<file path="config.mk">
export PLATFORM = sky130hd
export DESIGN_NAME = aud_rx_pair
export DESIGN_NICKNAME = d
export VERILOG_FILES = /design/src/rtl/aud_rx_pkg.sv /design/src/rtl/aud_rx_deser.sv /design/src/rtl/aud_rx_fifo.sv /design/src/rtl/aud_rx_pair.sv
export SDC_FILE = /design/constraint.sdc
export NUM_CORES = 1
export LEC_CHECK = 0
export ABC_AREA = 1
export BUFFER_PORTS_ARGS = -buffer_cell sky130_fd_sc_hd__buf_2
export CAP_MARGIN = 20
export CORE_MARGIN = 3
export CORE_UTILIZATION = 54
export CTS_BUF_LIST = sky130_fd_sc_hd__clkbuf_8
export CTS_CLUSTER_SIZE = 25
export DETAILED_ROUTE_END_ITERATION = 8
export PLACE_DENSITY = 0.83
export RECOVER_POWER = 50
export REMOVE_ABC_BUFFERS = 1
export SKIP_CTS_REPAIR_TIMING = 1
export SLEW_MARGIN = 20
export SYNTH_ARGS = -nofsm -noshare
export SYNTH_HDL_FRONTEND = slang
export SYNTH_SLANG_ARGS = --single-unit
</file>
<file path="constraint.sdc">
create_clock -name clk -period 5.96 [get_ports clk]
set_input_delay 1.788 -clock clk [delete_from_list [all_inputs] [get_ports clk]]
set_output_delay 1.788 -clock clk [all_outputs]
set_load 0.02 [all_outputs]
</file>
<file path="src/rtl/aud_rx_pkg.sv">
// Shared register offsets and resolution decoding for the I2S receive pair.
// Assumes a byte-addressed register port whose addresses fit in 8 bits.
package aud_rx_pkg;
    localparam logic [7:0] A_BLK_EN = 8'h04;
    localparam logic [7:0] A_FLUSH  = 8'h14;
    localparam logic [7:0] A_LEFT   = 8'h20;
    localparam logic [7:0] A_RIGHT  = 8'h24;
    localparam logic [7:0] A_CH_EN  = 8'h28;
    localparam logic [7:0] A_RES    = 8'h30;
    localparam logic [7:0] A_STAT   = 8'h38;
    localparam logic [7:0] A_MASK   = 8'h3C;
    localparam logic [7:0] A_OVR    = 8'h40;
    localparam logic [7:0] A_THR    = 8'h48;

    localparam logic [2:0] RES_16 = 3'd2;
    localparam logic [2:0] RES_24 = 3'd4;
    localparam logic [2:0] RES_32 = 3'd5;

    // Number of bits kept per word for a resolution code; unknown codes keep 32.
    function automatic logic [5:0] res_to_bits(input logic [2:0] code);
        case (code)
            RES_16:  return 6'd16;
            RES_24:  return 6'd24;
            default: return 6'd32;
        endcase
    endfunction
endpackage

</file>
<file path="src/rtl/aud_rx_deser.sv">
// Serial-to-parallel stage: samples sd_i on rising sclk_i edges (detected in
// the clk domain), splits words on word-select changes, keeps the first
// res bits of each word and emits a one-cycle pulse with a left/right pair.
// Assumes sclk_i is slow enough that each level lasts at least two clk cycles.
module aud_rx_deser #(
    parameter int W = 32
) (
    input  logic         clk,
    input  logic         rst_n,
    input  logic         run_i,
    input  logic [2:0]   res_code_i,
    input  logic         sclk_i,
    input  logic         ws_i,
    input  logic         sd_i,
    output logic         pair_valid_o,
    output logic [W-1:0] pair_left_o,
    output logic [W-1:0] pair_right_o
);
    localparam int CW = $clog2(W + 1);

    logic          sclk_q;
    logic          ws_prev;
    logic          synced;
    logic          lvalid;
    logic [CW-1:0] cnt;
    logic [CW-1:0] res_lim;
    logic [W-1:0]  sh;
    logic [W-1:0]  lhold;
    logic [W-1:0]  last_word;
    logic          rise;

    assign res_lim   = CW'(aud_rx_pkg::res_to_bits(res_code_i));
    assign rise      = sclk_i & ~sclk_q;
    assign last_word = (cnt < res_lim) ? {sh[W-2:0], sd_i} : sh;

    // Previous serial clock level, used for rising-edge detection.
    always_ff @(posedge clk) begin
        if (!rst_n) sclk_q <= 1'b0;
        else        sclk_q <= sclk_i;
    end

    // Bit collection, word framing and pair assembly on each serial rise.
    always_ff @(posedge clk) begin
        if (!rst_n) begin
            ws_prev      <= 1'b0;
            synced       <= 1'b0;
            lvalid       <= 1'b0;
            cnt          <= '0;
            sh           <= '0;
            lhold        <= '0;
            pair_valid_o <= 1'b0;
            pair_left_o  <= '0;
            pair_right_o <= '0;
        end else begin
            pair_valid_o <= 1'b0;
            if (rise) begin
                if (!run_i) begin
                    synced  <= 1'b0;
                    lvalid  <= 1'b0;
                    cnt     <= '0;
                    sh      <= '0;
                    ws_prev <= ws_i;
                end else if (ws_i != ws_prev) begin
                    ws_prev <= ws_i;
                    synced  <= 1'b1;
                    cnt     <= '0;
                    sh      <= '0;
                    if (synced) begin
                        if (!ws_prev) begin
                            lhold  <= last_word;
                            lvalid <= 1'b1;
                        end else if (lvalid) begin
                            pair_valid_o <= 1'b1;
                            pair_left_o  <= lhold;
                            pair_right_o <= last_word;
                            lvalid       <= 1'b0;
                        end
                    end
                end else if (cnt < res_lim) begin
                    sh  <= {sh[W-2:0], sd_i};
                    cnt <= cnt + 1'b1;
                end
            end
        end
    end

    AST_PAIR_NEEDS_RUN: assert property (@(posedge clk) disable iff (!rst_n)
        pair_valid_o |-> $past(run_i));
    AST_PAIR_SINGLE_PULSE: assert property (@(posedge clk) disable iff (!rst_n)
        pair_valid_o |=> !pair_valid_o);
    AST_CNT_BOUNDED: assert property (@(posedge clk) disable iff (!rst_n)
        (rise && run_i && ws_i == ws_prev && cnt >= res_lim) |=> $stable(sh));
endmodule

</file>
<file path="src/rtl/aud_rx_fifo.sv">
// Synchronous FIFO of stereo pairs. A push that finds it full (with no pop in
// the same cycle) is dropped and reported on drop_o. Flush wins over push/pop.
// Assumes DEPTH is a power of two.
module aud_rx_fifo #(
    parameter int DW    = 64,
    parameter int DEPTH = 8
) (
    input  logic                         clk,
    input  logic                         rst_n,
    input  logic                         push_i,
    input  logic [DW-1:0]                data_i,
    input  logic                         pop_i,
    input  logic                         flush_i,
    output logic [DW-1:0]                data_o,
    output logic [$clog2(DEPTH+1)-1:0]   level_o,
    output logic                         drop_o
);
    localparam int AW = $clog2(DEPTH);
    localparam int LW = $clog2(DEPTH + 1);

    logic [DW-1:0] mem [DEPTH];
    logic [AW-1:0] wr_ptr;
    logic [AW-1:0] rd_ptr;
    logic          full;
    logic          pop_ok;
    logic          push_ok;

    assign full    = (level_o == LW'(DEPTH));
    assign pop_ok  = pop_i & (level_o != '0) & ~flush_i;
    assign push_ok = push_i & ~flush_i & (~full | pop_ok);
    assign drop_o  = push_i & ~flush_i & full & ~pop_ok;
    assign data_o  = mem[rd_ptr];

    // Storage write for accepted pairs.
    always_ff @(posedge clk) begin
        if (push_ok) mem[wr_ptr] <= data_i;
    end

    // Pointer and fill-level bookkeeping.
    always_ff @(posedge clk) begin
        if (!rst_n || flush_i) begin
            wr_ptr  <= '0;
            rd_ptr  <= '0;
            level_o <= '0;
        end else begin
            if (push_ok) wr_ptr <= wr_ptr + 1'b1;
            if (pop_ok)  rd_ptr <= rd_ptr + 1'b1;
            level_o <= level_o + LW'(push_ok) - LW'(pop_ok);
        end
    end

    AST_NO_OVERFLOW: assert property (@(posedge clk) disable iff (!rst_n)
        level_o <= LW'(DEPTH));
    AST_FULL_KEEPS_LEVEL: assert property (@(posedge clk) disable iff (!rst_n)
        drop_o |=> level_o == LW'(DEPTH));
    AST_FLUSH_EMPTIES: assert property (@(posedge clk) disable iff (!rst_n)
        flush_i |=> level_o == '0);
    AST_EMPTY_POP_SAFE: assert property (@(posedge clk) disable iff (!rst_n)
        (pop_i && level_o == '0 && !push_i) |=> level_o == '0);
endmodule

</file>
<file path="src/rtl/aud_rx_pair.sv">
// Top of the I2S stereo receive pair: register port, enables, resolution,
// threshold, masks and sticky overrun around the deserializer and FIFO.
// Assumes reads and writes are single-cycle strobes; read data is combinational.
module aud_rx_pair #(
    parameter int SAMPLE_W   = 32,
    parameter int FIFO_DEPTH = 8
) (
    input  logic        clk,
    input  logic        rst_n,
    input  logic        sclk_i,
    input  logic        ws_i,
    input  logic        sd_i,
    input  logic        bus_wr_i,
    input  logic        bus_rd_i,
    input  logic [7:0]  bus_addr_i,
    input  logic [31:0] bus_wdata_i,
    output logic [31:0] bus_rdata_o,
    output logic        irq_o
);
    import aud_rx_pkg::*;

    localparam int LW = $clog2(FIFO_DEPTH + 1);
    localparam int DW = 2 * SAMPLE_W;

    logic          blk_en, ch_en, ovr, avail;
    logic [2:0]    res_code;
    logic [1:0]    mask;
    logic [LW-1:0] thr;
    logic [LW-1:0] level;
    logic          pv, drop, pop, flush, ovr_clr;
    logic [SAMPLE_W-1:0] pl, pr;
    logic [DW-1:0] head;

    aud_rx_deser #(.W(SAMPLE_W)) u_deser (
        .clk(clk), .rst_n(rst_n), .run_i(blk_en & ch_en), .res_code_i(res_code),
        .sclk_i(sclk_i), .ws_i(ws_i), .sd_i(sd_i),
        .pair_valid_o(pv), .pair_left_o(pl), .pair_right_o(pr)
    );

    aud_rx_fifo #(.DW(DW), .DEPTH(FIFO_DEPTH)) u_fifo (
        .clk(clk), .rst_n(rst_n), .push_i(pv), .data_i({pl, pr}),
        .pop_i(pop), .flush_i(flush), .data_o(head), .level_o(level), .drop_o(drop)
    );

    assign pop     = bus_rd_i & (bus_addr_i == A_RIGHT);
    assign ovr_clr = bus_rd_i & (bus_addr_i == A_OVR);
    assign flush   = bus_wr_i & (bus_addr_i == A_FLUSH) & bus_wdata_i[0];
    assign avail   = (level > thr);
    assign irq_o   = (avail & ~mask[0]) | (ovr & ~mask[1]);

    // Control register writes.
    always_ff @(posedge clk) begin
        if (!rst_n) begin
            blk_en   <= 1'b0;
            ch_en    <= 1'b0;
            res_code <= RES_32;
            mask     <= 2'b11;
            thr      <= '0;
        end else if (bus_wr_i) begin
            case (bus_addr_i)
                A_BLK_EN: blk_en   <= bus_wdata_i[0];
                A_CH_EN:  ch_en    <= bus_wdata_i[0];
                A_RES:    res_code <= bus_wdata_i[2:0];
                A_MASK:   mask     <= bus_wdata_i[1:0];
                A_THR:    thr      <= bus_wdata_i[LW-1:0];
                default:  ;
            endcase
        end
    end

    // Sticky overrun: set by a dropped pair, cleared by reading its register.
    always_ff @(posedge clk) begin
        if (!rst_n)       ovr <= 1'b0;
        else if (drop)    ovr <= 1'b1;
        else if (ovr_clr) ovr <= 1'b0;
    end

    // Register read multiplexer.
    always_comb begin
        bus_rdata_o = '0;
        case (bus_addr_i)
            A_BLK_EN: bus_rdata_o = {31'd0, blk_en};
            A_CH_EN:  bus_rdata_o = {31'd0, ch_en};
            A_RES:    bus_rdata_o = {29'd0, res_code};
            A_MASK:   bus_rdata_o = {30'd0, mask};
            A_THR:    bus_rdata_o = 32'(thr);
            A_STAT:   bus_rdata_o = {30'd0, ovr, avail};
            A_OVR:    bus_rdata_o = {31'd0, ovr};
            A_LEFT:   bus_rdata_o = (level != '0) ? 32'(head[DW-1:SAMPLE_W]) : '0;
            A_RIGHT:  bus_rdata_o = (level != '0) ? 32'(head[SAMPLE_W-1:0]) : '0;
            default:  bus_rdata_o = '0;
        endcase
    end

    AST_OVR_READ_CLEARS: assert property (@(posedge clk) disable iff (!rst_n)
        (ovr_clr && !drop) |=> !ovr);
    AST_DROP_SETS_OVR: assert property (@(posedge clk) disable iff (!rst_n)
        drop |=> ovr);
    AST_MASKED_SILENT: assert property (@(posedge clk) disable iff (!rst_n)
        (mask == 2'b11) |-> !irq_o);
endmodule

</file>
==> summary.md, run 1 <==
| Metric | Value |
|---|---|
| Outcome | `finished, violations left` |
| Violated checks | `max-capacitance violations, max-slew violations` |
| Seq/Total Area, Yosys | `66.09%` |
| Final WS setup | `0.7748 ns` |
| Synthesized area per cell | `9.823 µm²` |
| DIE HEIGHT | `234.6 µm` |
| Leading cell types by total area after synthesis | `sky130_fd_sc_hd__edfxtp_1, sky130_fd_sc_hd__dfxtp_1, sky130_fd_sc_hd__nor2_1, sky130_fd_sc_hd__nand2_1, sky130_fd_sc_hd__o21ai_0` |
| Setup total negative slack | `0 ns` |
| Depth of the worst register-to-register path | `12` |
| Combined flip-flop and latch cell area | `18670 µm²` |
| Number of antenna violations at the first check in global routing | `0` |
| Highest ir drop seen on vdd | `0.0001580 V` |
| Total wirelength of the detailed-routed design | `65410 µm` |
| End of the worst register-to-register path | `u_deser.cnt[0]$_SDFFE_PN0P_` |
| Number of sinks handled by clock tree synthesis | `676` |
| DRC marker count from the first detailed-route iteration | `1991` |
| Initial cell density of the core | `54.81%` |
| Number of global-route vias before repair | `20290` |
| Area of the multi-input gates | `8004 µm²` |
| Clock-pin slew reported for the worst setup and hold paths after clock tree synthesis | `0.07 ns` |
| Final period demand of the worst path | `5.185 ns` |
| Root Buffer Master | `sky130_fd_sc_hd__clkbuf_8` |
| CP endpoint kind | `output port` |
| Post-route DRC | `0` |
| Register-to-register setup slack | `1.33 ns` |
| Post-synth EDFFs | `512` |
| Final ANT Viol Nets | `0` |
| Critical path capture point | `bus_rdata_o[2]` |
| Share of synthesized flip-flops with an asynchronous set or reset | `0%` |
| Post-Place Setup Slack | `0.8086 ns` |
| Final Slew Violations | `163` |
| Final nets | `2964` |
| Most instantiated cells after synthesis | `sky130_fd_sc_hd__nor2_1, sky130_fd_sc_hd__nand2_1, sky130_fd_sc_hd__edfxtp_1, sky130_fd_sc_hd__o21ai_0, sky130_fd_sc_hd__nand3_1` |
| Required time at the worst-slack endpoint | `4.17 ns` |
| Maximum root-to-sink buffer count | `3` |
| Vias per cell | `5.609` |
| Arrival time of data at the critical path endpoint | `3.40 ns` |
| Max cap viols | `4` |
| Worst setup skew after layout | `0.02735 ns` |
| CP max FO | `5` |
| PD cells | `276.9 nW/µm²` |
| Htree depth | `3` |
| Area delta synth->final | `9.458%` |
| Wire length of the first global-routing pass | `103800 µm` |
| Rows | `83` |
| Leading area contributor after synthesis | `sky130_fd_sc_hd__edfxtp_1` |
| Clock latency at the later pin of the worst-skew pair | `0.68 ns` |
| Synth warnings | `0` |
| Final weighted congestion in routability-driven placement | `0.8434` |
| Largest net degree at the start of global routing | `200` |
| Maximum clock frequency | `192.9 MHz` |
| Class of the tightest hold or removal check | `flip-flop to flip-flop` |
| DR vias | `20550` |
| Post-synth cell types | `36` |
| Full die area | `55060 µm²` |
| Share of cells above drive strength 1 | `8.110%` |
| DP HPWL | `34420 µm` |
| Unrepaired setup endpoints after global routing | `false` |
| Dominant synthesized flop cell | `sky130_fd_sc_hd__edfxtp_1` |
| Critical path type | `primary input to output port` |
| First drt pass iteration count | `6` |
| Port Buf Inserts | `51` |
| Filler instances | `3898` |
| Total inserted antenna cells | `0` |
| Worst slew margin relative to its limit | `-70.55%` |
| Synthesized cell area | `28230 µm²` |
| Total routing resource utilization after global routing | `23.32%` |
| Per-cell routed wire length | `17.85 µm` |
| Area of the core | `51510 µm²` |
| Area share of the largest cell type after synthesis | `54.46%` |
| Clock tree from TritonCTS | `yes` |
| Leak | `12.46 nW` |
| Number of instances in the synthesized netlist | `2874` |
| Total congestion overflow | `0` |
| Clock buffer count from CTS | `99` |
| Library cell with the highest instance count after synthesis | `sky130_fd_sc_hd__nor2_1` |
| Count of final hold-check violations | `0` |
| Setup violations, final | `0` |
| Post-route fraction of the period consumed by the critical path | `87.00%` |
| Reg2reg start | `res_code[2]$_SDFFE_PN1P_` |
| Start point of the critical path | `bus_addr_i[1]` |
| Synthesized flop and latch total | `676` |
| Worst slew pin tran | `2.558 ns` |
| Ports placed on the boundary | `80` |
| Type of element launching the critical path | `primary input` |
| Chip width | `234.6 µm` |
==> report_power, final <==
group | leakage (nW) | internal, mW | switching (mW)
Clock | 1.14 | 1.80 | 1.69
Sequential | 6.67 | 5.00 | 0.00109
Combinational | 4.65 | 0.0153 | 0.0520
Total | 12.5 | 6.81 | 1.75
==> routing by layer <==
layer	GRT usage, %	part of all wire (%)	vias to the layer above
li1	-	-	9617
met1	29.16	38	9718
met3	3.732	8.8	174
met2	40.22	50	1041
met5	0	0	-
met4	10.33	3.2	0
==> stage by stage <==
stage          instance area (µm²)  std cells  power (mW)  hold slack [ns]  util [%]
5_1_grt                      30900       3664       8.819           0.4841     59.99
3_3_place_gp                 29020       3479       5.160           0.4512     56.34
6_report                     30900       3664       8.558           0.4667     59.99
2_1_floorplan                27410       2715       5.133           0.4366         -
4_1_cts                      30920       3664       8.590           0.4680     60.04
3_5_place_dp                 29020       3479       5.163           0.4586     56.34
==> logic make-up (layout without fill, tap and decap cells) <==
kind of cell               count (synthesis)  in the layout  synth area share, %
adders and majority gates                 17             17               0.7800
buffers and inverters                    370            480                5.726
DFF                                      676            676                66.09
and+or+nand+nor                         1374           1374                19.57
AOI/OAI and AO/OA                        433            433                7.712
xor gates and xnor gates                   4              4               0.1241
==> how the worst min path moves through the flow <==
| stage | startpoint | end | slack (ns) | depth (start not counted) |
|---|---|---|---|---|
| 2_1_floorplan | ch_en$_SDFFE_PN0P_ | ch_en$_SDFFE_PN0P_ | 0.44 | 2 |
| 3_3_place_gp | u_deser.sh[31]$_SDFFE_PN0P_ | u_deser.sh[31]$_SDFFE_PN0P_ | 0.45 | 2 |
| 3_5_place_dp | u_deser.sh[1]$_SDFFE_PN0P_ | u_deser.sh[1]$_SDFFE_PN0P_ | 0.46 | 2 |
| 4_1_cts | u_deser.sh[7]$_SDFFE_PN0P_ | u_deser.sh[7]$_SDFFE_PN0P_ | 0.47 | 2 |
| 5_1_grt | u_deser.sh[2]$_SDFFE_PN0P_ | u_deser.sh[2]$_SDFFE_PN0P_ | 0.48 | 2 |
| 6_report | u_deser.sh[1]$_SDFFE_PN0P_ | u_deser.sh[1]$_SDFFE_PN0P_ | 0.47 | 2 |
==> state kept, by name, indices dropped and copies added (netlist names), 2 cells and up, named ones only <==
| register | flops |
|---|---|
| u_fifo.mem | 512 |
| u_deser.lhold | 32 |
| u_deser.pair_left_o | 32 |
| u_deser.pair_right_o | 32 |
| u_deser.sh | 32 |
| u_deser.cnt | 6 |
| thr | 4 |
| u_fifo.level_o | 4 |
| res_code | 3 |
| u_fifo.rd_ptr | 3 |
| u_fifo.wr_ptr | 3 |
| mask | 2 |
==> critical path, stage by stage <==
cell	delay [ns]
sky130_fd_sc_hd__buf_2	0.10
sky130_fd_sc_hd__nor2_2	0.20
sky130_fd_sc_hd__nand3_1	0.21
sky130_fd_sc_hd__nor2_1	0.23
sky130_fd_sc_hd__inv_1	0.09
sky130_fd_sc_hd__o21ai_0	0.38
sky130_fd_sc_hd__inv_1	0.08
sky130_fd_sc_hd__nand3_1	0.13
sky130_fd_sc_hd__buf_2	0.18
==> cell usage in the layout (no fill, tap or decap), types with 14 or more instances in the layout <==
master,synthesis,layout
sky130_fd_sc_hd__inv_1,202,248
sky130_fd_sc_hd__buf_12,0,15
sky130_fd_sc_hd__o21ai_0,278,278
sky130_fd_sc_hd__edfxtp_1,512,512
sky130_fd_sc_hd__buf_2,47,50
sky130_fd_sc_hd__ha_1,16,16
sky130_fd_sc_hd__a21oi_1,94,94
sky130_fd_sc_hd__dfxtp_1,164,161
sky130_fd_sc_hd__o21ai_1,57,57
sky130_fd_sc_hd__buf_4,28,14
sky130_fd_sc_hd__clkbuf_8,0,115
sky130_fd_sc_hd__nand3_1,211,212
sky130_fd_sc_hd__nor2_1,569,566
sky130_fd_sc_hd__nand2_1,561,561
==> final cells by class <==
class / instances / area share (%)
sequential: 676 / 60.41
multi-input combinational: 1828 / 25.90
clock buffer: 115 / 5.122
tap: 680 / 2.753
inverter: 211 / 2.600
timing repair buffer: 84 / 2.182
clock inverter: 70 / 1.033
No activity file was read; power rests on OpenSTA's default activity.
==> run 2: changes to the inputs <==
ABC_AREA = not set   (was 1)
==> run 2 against run 1 <==
Compared with the run above: the run still ends with max-capacitance violations, max-slew violations left; count of clock-buffer cells in the layout is 5 higher; final area shrank 5.8%; via count decreased by 32%; highest routed layer unchanged.
==> summary.md, run 2 <==
| Metric | Value |
|---|---|
| Leading area contributor after synthesis | `sky130_fd_sc_hd__edfxtp_1` |
| DIE HEIGHT | `225.5 µm` |
| Area delta synth->final | `11.97%` |
| Maximum root-to-sink buffer count | `3` |
| PD cells | `302.2 nW/µm²` |
| Flip-flop count of the largest register, all copies and words added | `512` |
| Type of element launching the critical path | `primary input` |
| Share of cells above drive strength 1 | `22.93%` |
| Max cap viols | `3` |
| Number of sinks handled by clock tree synthesis | `676` |
| Synthesized area per cell | `17.32 µm²` |
| Required time at the worst-slack endpoint | `4.17 ns` |
| Total wirelength of the detailed-routed design | `53010 µm` |
| Clock latency at the later pin of the worst-skew pair | `0.67 ns` |
| Cell-by-cell trace of the critical path | `clkbuf_1 > nor4b_1 > nand3_2 > buf_4 > o22ai_1 > buf_2` |
| Chip width | `225.5 µm` |
| Setup violations, final | `0` |
| Library cell with the highest instance count after synthesis | `sky130_fd_sc_hd__edfxtp_1` |
| Most instantiated cells after synthesis | `sky130_fd_sc_hd__edfxtp_1, sky130_fd_sc_hd__dfxtp_1, sky130_fd_sc_hd__mux4_2, sky130_fd_sc_hd__a21oi_1, sky130_fd_sc_hd__mux2i_1` |
| Synthesized flop and latch total | `676` |
| Count of final hold-check violations | `0` |
| End of the worst register-to-register path | `u_deser.sh[25]$_SDFFE_PN0P_` |
| Most frequent standard cell in the layout excluding fill and tap cells | `sky130_fd_sc_hd__edfxtp_1` |
| Synthesized cell area | `26010 µm²` |
| Setup total negative slack | `0 ns` |
| Share of synthesized flip-flops with an asynchronous set or reset | `0%` |
| Hold worst-path end | `u_deser.pair_left_o[11]$_SDFFE_PN0P_` |
| Htree depth | `3` |
| Clock buffer count from CTS | `99` |
| Maximum clock frequency | `181.0 MHz` |
| Full die area | `50840 µm²` |
| Origin of the worst min-delay path | `u_deser.lhold[11]$_SDFFE_PN0P_` |
| Final weighted congestion in routability-driven placement | `0.8318` |
| Initial cell density of the core | `55.28%` |
| Violated checks | `max-capacitance violations, max-slew violations` |
| Portion of netlist area occupied by mux cells | `15.20%` |
| Final nets | `1657` |
| Number of instances in the synthesized netlist | `1502` |
| Ports placed on the boundary | `80` |
| DR vias | `14030` |
| Number of antenna violations at the first check in global routing | `1` |
| Unrepaired setup endpoints after global routing | `false` |
| Largest incremental delay on the critical path | `0.49 ns` |
| Max stage delay cell, worst path | `sky130_fd_sc_hd__nor4b_1` |
| Wire length of the first global-routing pass | `83680 µm` |
| Worst setup skew after layout | `0.02869 ns` |
| Final Slew Violations | `178` |
| Register-to-register setup slack | `1.02 ns` |
| Number of global-route vias before repair | `14780` |
| Leading cell types by total area after synthesis | `sky130_fd_sc_hd__edfxtp_1, sky130_fd_sc_hd__dfxtp_1, sky130_fd_sc_hd__mux4_2, sky130_fd_sc_hd__mux2i_1, sky130_fd_sc_hd__a21oi_1` |
| Area of the core | `47050 µm²` |
| Dominant synthesized flop cell | `sky130_fd_sc_hd__edfxtp_1` |
| Most used cells in the layout excluding fill and tap cells | `sky130_fd_sc_hd__edfxtp_1, sky130_fd_sc_hd__dfxtp_1, sky130_fd_sc_hd__mux4_2, sky130_fd_sc_hd__clkbuf_8, sky130_fd_sc_hd__a21oi_1` |
| Largest register by flop count | `u_fifo.mem` |
| Worst hold slack after final layout | `0.4455 ns` |
| Reg2reg start | `res_code[2]$_SDFFE_PN1P_` |
| DP HPWL | `28590 µm` |
| DRC marker count from the first detailed-route iteration | `1282` |
| Clock-pin slew reported for the worst setup and hold paths after clock tree synthesis | `0.06 ns` |
| Arrival time of data at the critical path endpoint | `3.74 ns` |
| Vias per cell | `6.135` |
| Total congestion overflow | `0` |
| CP endpoint kind | `output port` |
| Final period demand of the worst path | `5.523 ns` |
| Highest ir drop seen on vdd | `0.0001669 V` |
| Synthesized-area fraction occupied by xor and xnor cells | `0.1347%` |
| Worst slew pin tran | `3.039 ns` |
| Per-cell routed wire length | `23.18 µm` |
| Simple-gate portion of the synthesized area | `3.781%` |
| Outcome | `finished, violations left` |
| Synth warnings | `0` |
| Root Buffer Master | `sky130_fd_sc_hd__clkbuf_8` |
| Class of the tightest hold or removal check | `flip-flop to flip-flop` |
| Post-route DRC | `0` |
| Fraction of the mapped netlist area in compound gates | `6.369%` |
| CP max FO | `16` |
| Share of synthesized cell area in full adder, half adder and majority cells | `0.8466%` |
| Clock tree from TritonCTS | `yes` |
| Leak | `10.20 nW` |
| Hold Crit Depth | `2` |
| Post-route fraction of the period consumed by the critical path | `92.67%` |
| Final ANT Viol Nets | `0` |
| Total routing resource utilization after global routing | `21.48%` |
| Rows | `79` |
| Worst slew margin relative to its limit | `-102.6%` |
| Area share of the largest cell type after synthesis | `59.11%` |
| Seq/Total Area, Yosys | `71.73%` |
| Largest net degree at the start of global routing | `100` |
| Post-synth EDFFs | `512` |
| Port Buf Inserts | `51` |
| First drt pass iteration count | `5` |
| Depth of the worst register-to-register path | `9` |
| Critical path type | `primary input to output port` |
| Post-synth cell types | `63` |
| Dominant combinational cell family by area after synthesis | `multiplexers` |
==> run 2: power breakdown <==
part	total, mW	switching (mW)	internal, mW
sequential	5.00	0.000614	5.00
clock	3.74	1.73	2.02
combinational	0.0601	0.0462	0.0139
==> run 2: kinds of logic after synthesis <==
logic type | count (synthesis)
compound gates | 270
mux | 235
buf+inv | 115
simple gates | 185
flops | 676
fa+ha+maj | 17
xor+xnor | 4
==> run 2: cell type report <==
type                    count  area, µm²
multi-input cells         711       6908
flip-flops and latches    676      18670
fillers                  3186      17930
well taps                 607      759.5
repair buffers             87      638.1
clock buffers             120       1652
clock inverters            67      426.7
diodes                      1      2.502
inverters                  18      67.56
==> run 2: how the worst max path moves through the flow <==
stage                  startpoint              end  cells past startpoint
floorplan               flip-flop   bus_rdata_o[1]                      4
global placement    bus_addr_i[1]  bus_rdata_o[30]                      6
detailed placement  bus_addr_i[2]  bus_rdata_o[25]                      6
CTS                 bus_addr_i[2]  bus_rdata_o[30]                      6
global route        bus_addr_i[2]  bus_rdata_o[30]                      6
finish              bus_addr_i[2]  bus_rdata_o[30]                      6
==> run 2: routing by layer <==
layer	share of wire (%)	track usage, %	routed length (µm)	vias to the layer above
met5	0	0	0	-
met4	2.2	8.405	1174	0
met3	6.6	3.699	3486	84
met2	52	36.44	27310	559
met1	40	28.02	21040	7175
li1	-	-	-	6212
==> run 2: worst max-delay path: cells and delay by family <==
| kind | cells | cell delay [ns] |
|---|---|---|
| AND/OR/NAND/NOR | 2 | 0.71 |
| buffers and inverters | 3 | 0.90 |
| AO/OA/AOI/OAI | 1 | 0.33 |
==> run 2: through the flow <==
step	util, %	area, µm²	total power [mW]	std cells	setup slack [ns]
after detailed placement	57.53	27070	5.156	2099	0.5947
after global placement	57.53	27070	5.153	2099	0.6093
after floorplan	-	25570	5.120	1405	-2.244
after global routing	61.90	29120	9.089	2287	0.3328
final	61.90	29120	8.800	2287	0.4366
after CTS	61.95	29150	8.868	2286	0.5784
==> run 3: changes to the inputs <==
CTS_BUF_LIST = not set   (was sky130_fd_sc_hd__clkbuf_8)
==> run 3 against run 2 <==
Compared with the run above: the run still ends with max-capacitance violations, max-slew violations left; global-route usage is 0.34 points higher; setup slack worse by 0.017 ns; routed wire length is 3.3% higher; sequential cell count stayed put; via count hardly changed; sequential power hardly changed; critical path depth stayed put.
==> summary.md, run 3 (synthesized netlist as in run 2, its figures left out) <==
| Metric | Value |
|---|---|
| Outcome | `finished, violations left` |
| Violated checks | `max-capacitance violations, max-slew violations` |
| Port Buf Inserts | `51` |
| Arrival time of data at the critical path endpoint | `3.75 ns` |
| Most used cells in the layout excluding fill and tap cells | `sky130_fd_sc_hd__edfxtp_1, sky130_fd_sc_hd__dfxtp_1, sky130_fd_sc_hd__mux4_2, sky130_fd_sc_hd__a21oi_1, sky130_fd_sc_hd__mux2i_1` |
| Initial cell density of the core | `55.28%` |
| Clock buffer count from CTS | `60` |
| Most frequent standard cell in the layout excluding fill and tap cells | `sky130_fd_sc_hd__edfxtp_1` |
| Leak | `9.942 nW` |
| Final non-filler cell total | `2212` |
| Clock latency at the later pin of the worst-skew pair | `0.61 ns` |
| Non-Filler Cell Area, Final | `28960 µm²` |
| Number of sinks handled by clock tree synthesis | `676` |
| Per-cell routed wire length | `24.75 µm` |
| Required time at the worst-slack endpoint | `4.17 ns` |
| Flip-flop count of the largest register, all copies and words added | `512` |
| Clock-pin slew reported for the worst setup and hold paths after clock tree synthesis | `0.07 ns` |
| Total routing resource utilization after global routing | `21.81%` |
| PD cells | `303.2 nW/µm²` |
| Class of the tightest hold or removal check | `flip-flop to flip-flop` |
| Worst hold slack after final layout | `0.4559 ns` |
| Clock tree from TritonCTS | `yes` |
| Share of cells above drive strength 1 | `20.62%` |
| Fin util | `61.56%` |
| Wire length of the first global-routing pass | `84840 µm` |
| Highest ir drop seen on vdd | `0.0002355 V` |
| Setup violations, final | `0` |
| Worst slew margin relative to its limit | `-104.9%` |
| Setup total negative slack | `0 ns` |
| Final weighted congestion in routability-driven placement | `0.8318` |
| Max cap viols | `3` |
| Rows | `79` |
| Total congestion overflow | `0` |
| DRC marker count from the first detailed-route iteration | `1280` |
| Total wirelength of the detailed-routed design | `54750 µm` |
| Vias per cell | `6.344` |
| Maximum clock frequency | `180.5 MHz` |
| Final nets | `1618` |
| Worst setup skew after layout | `0.02033 ns` |
| Largest register by flop count | `u_fifo.mem` |
| Post-route fraction of the period consumed by the critical path | `92.96%` |
| Worst slew pin tran | `3.073 ns` |
| Chip width | `225.5 µm` |
| Area of the core | `47050 µm²` |
| Post-route DRC | `0` |
| Type of element launching the critical path | `primary input` |
| Unrepaired setup endpoints after global routing | `false` |
| Area post-placement | `27070 µm²` |
| Full die area | `50840 µm²` |
| DIE HEIGHT | `225.5 µm` |
| Final ANT Viol Nets | `0` |
| Total inserted antenna cells | `0` |
| Maximum root-to-sink buffer count | `3` |
| First drt pass iteration count | `5` |
| Hold Crit Depth | `2` |
| DP HPWL | `28590 µm` |
| Final Slew Violations | `178` |
| Final period demand of the worst path | `5.541 ns` |
| DR vias | `14030` |
| CP max FO | `16` |
| Number of global-route vias before repair | `14550` |
| Count of final hold-check violations | `0` |
| Largest net degree at the start of global routing | `100` |
| Ports placed on the boundary | `80` |
| Area delta synth->final | `11.36%` |
| Root Buffer Master | `sky130_fd_sc_hd__clkbuf_16` |
| Htree depth | `2` |
| Depth of the worst register-to-register path | `9` |
| Number of antenna violations at the first check in global routing | `0` |
| Critical path type | `primary input to output port` |
| Cell total after placement | `2099` |
| CP endpoint kind | `output port` |
## run 3: where the power goes
| part | leakage [nW] | internal (mW) | switching [mW] |
|---|---|---|---|
| logic | 2.15 | 0.0140 | 0.0462 |
| registers | 6.87 | 4.99 | 0.000588 |
| clock network | 0.923 | 2.06 | 1.67 |
| total | 9.94 | 7.07 | 1.72 |
## run 3: routing by layer
metal  vias to the layer above  GRT usage (%)  share of wire (%)
li1                       6106              -                  -
met1                      7213          28.41                 39
met2                       588          37.68                 52
met3                       125          3.126                6.5
met4                         0          8.221                3.2
met5                         -              0                  0
## run 3: critical path, cell delays in order
cell                       delay (ns)
sky130_fd_sc_hd__clkbuf_1        0.33
sky130_fd_sc_hd__nor4b_1         0.53
sky130_fd_sc_hd__nand3_2         0.22
sky130_fd_sc_hd__buf_4           0.31
sky130_fd_sc_hd__o22ai_1         0.33
sky130_fd_sc_hd__buf_2           0.24
## run 3: final cells by class
type | instances | area, µm²
Fill cell | 3185 | 18090
Tap cell | 607 | 759.5
Inverter | 18 | 67.56
Clock buffer | 85 | 1709
Sequential cell | 676 | 18670
Multi-Input combinational cell | 711 | 6908
Timing Repair Buffer | 87 | 639.4
Clock inverter | 28 | 211.5
## run 3: stage by stage
step	setup slack [ns]	power, mW
after floorplan	-2.244	5.120
after global placement	0.6093	5.153
after detailed placement	0.5947	5.156
after CTS	0.5785	8.829
after global routing	0.3085	9.010
final	0.4194	8.783
## run 3: path summary, 6_finish.rpt
check	start	end	slack [ns]
worst max-delay path	bus_addr_i[2]	bus_rdata_o[30]	0.42
worst min-delay path	u_deser.lhold[4]$_SDFFE_PN0P_	u_deser.pair_left_o[4]$_SDFFE_PN0P_	0.46
worst max register to register	res_code[2]$_SDFFE_PN1P_	u_deser.sh[10]$_SDFFE_PN0P_	0.97
worst min register to register	u_deser.lhold[4]$_SDFFE_PN0P_	u_deser.pair_left_o[4]$_SDFFE_PN0P_	0.46
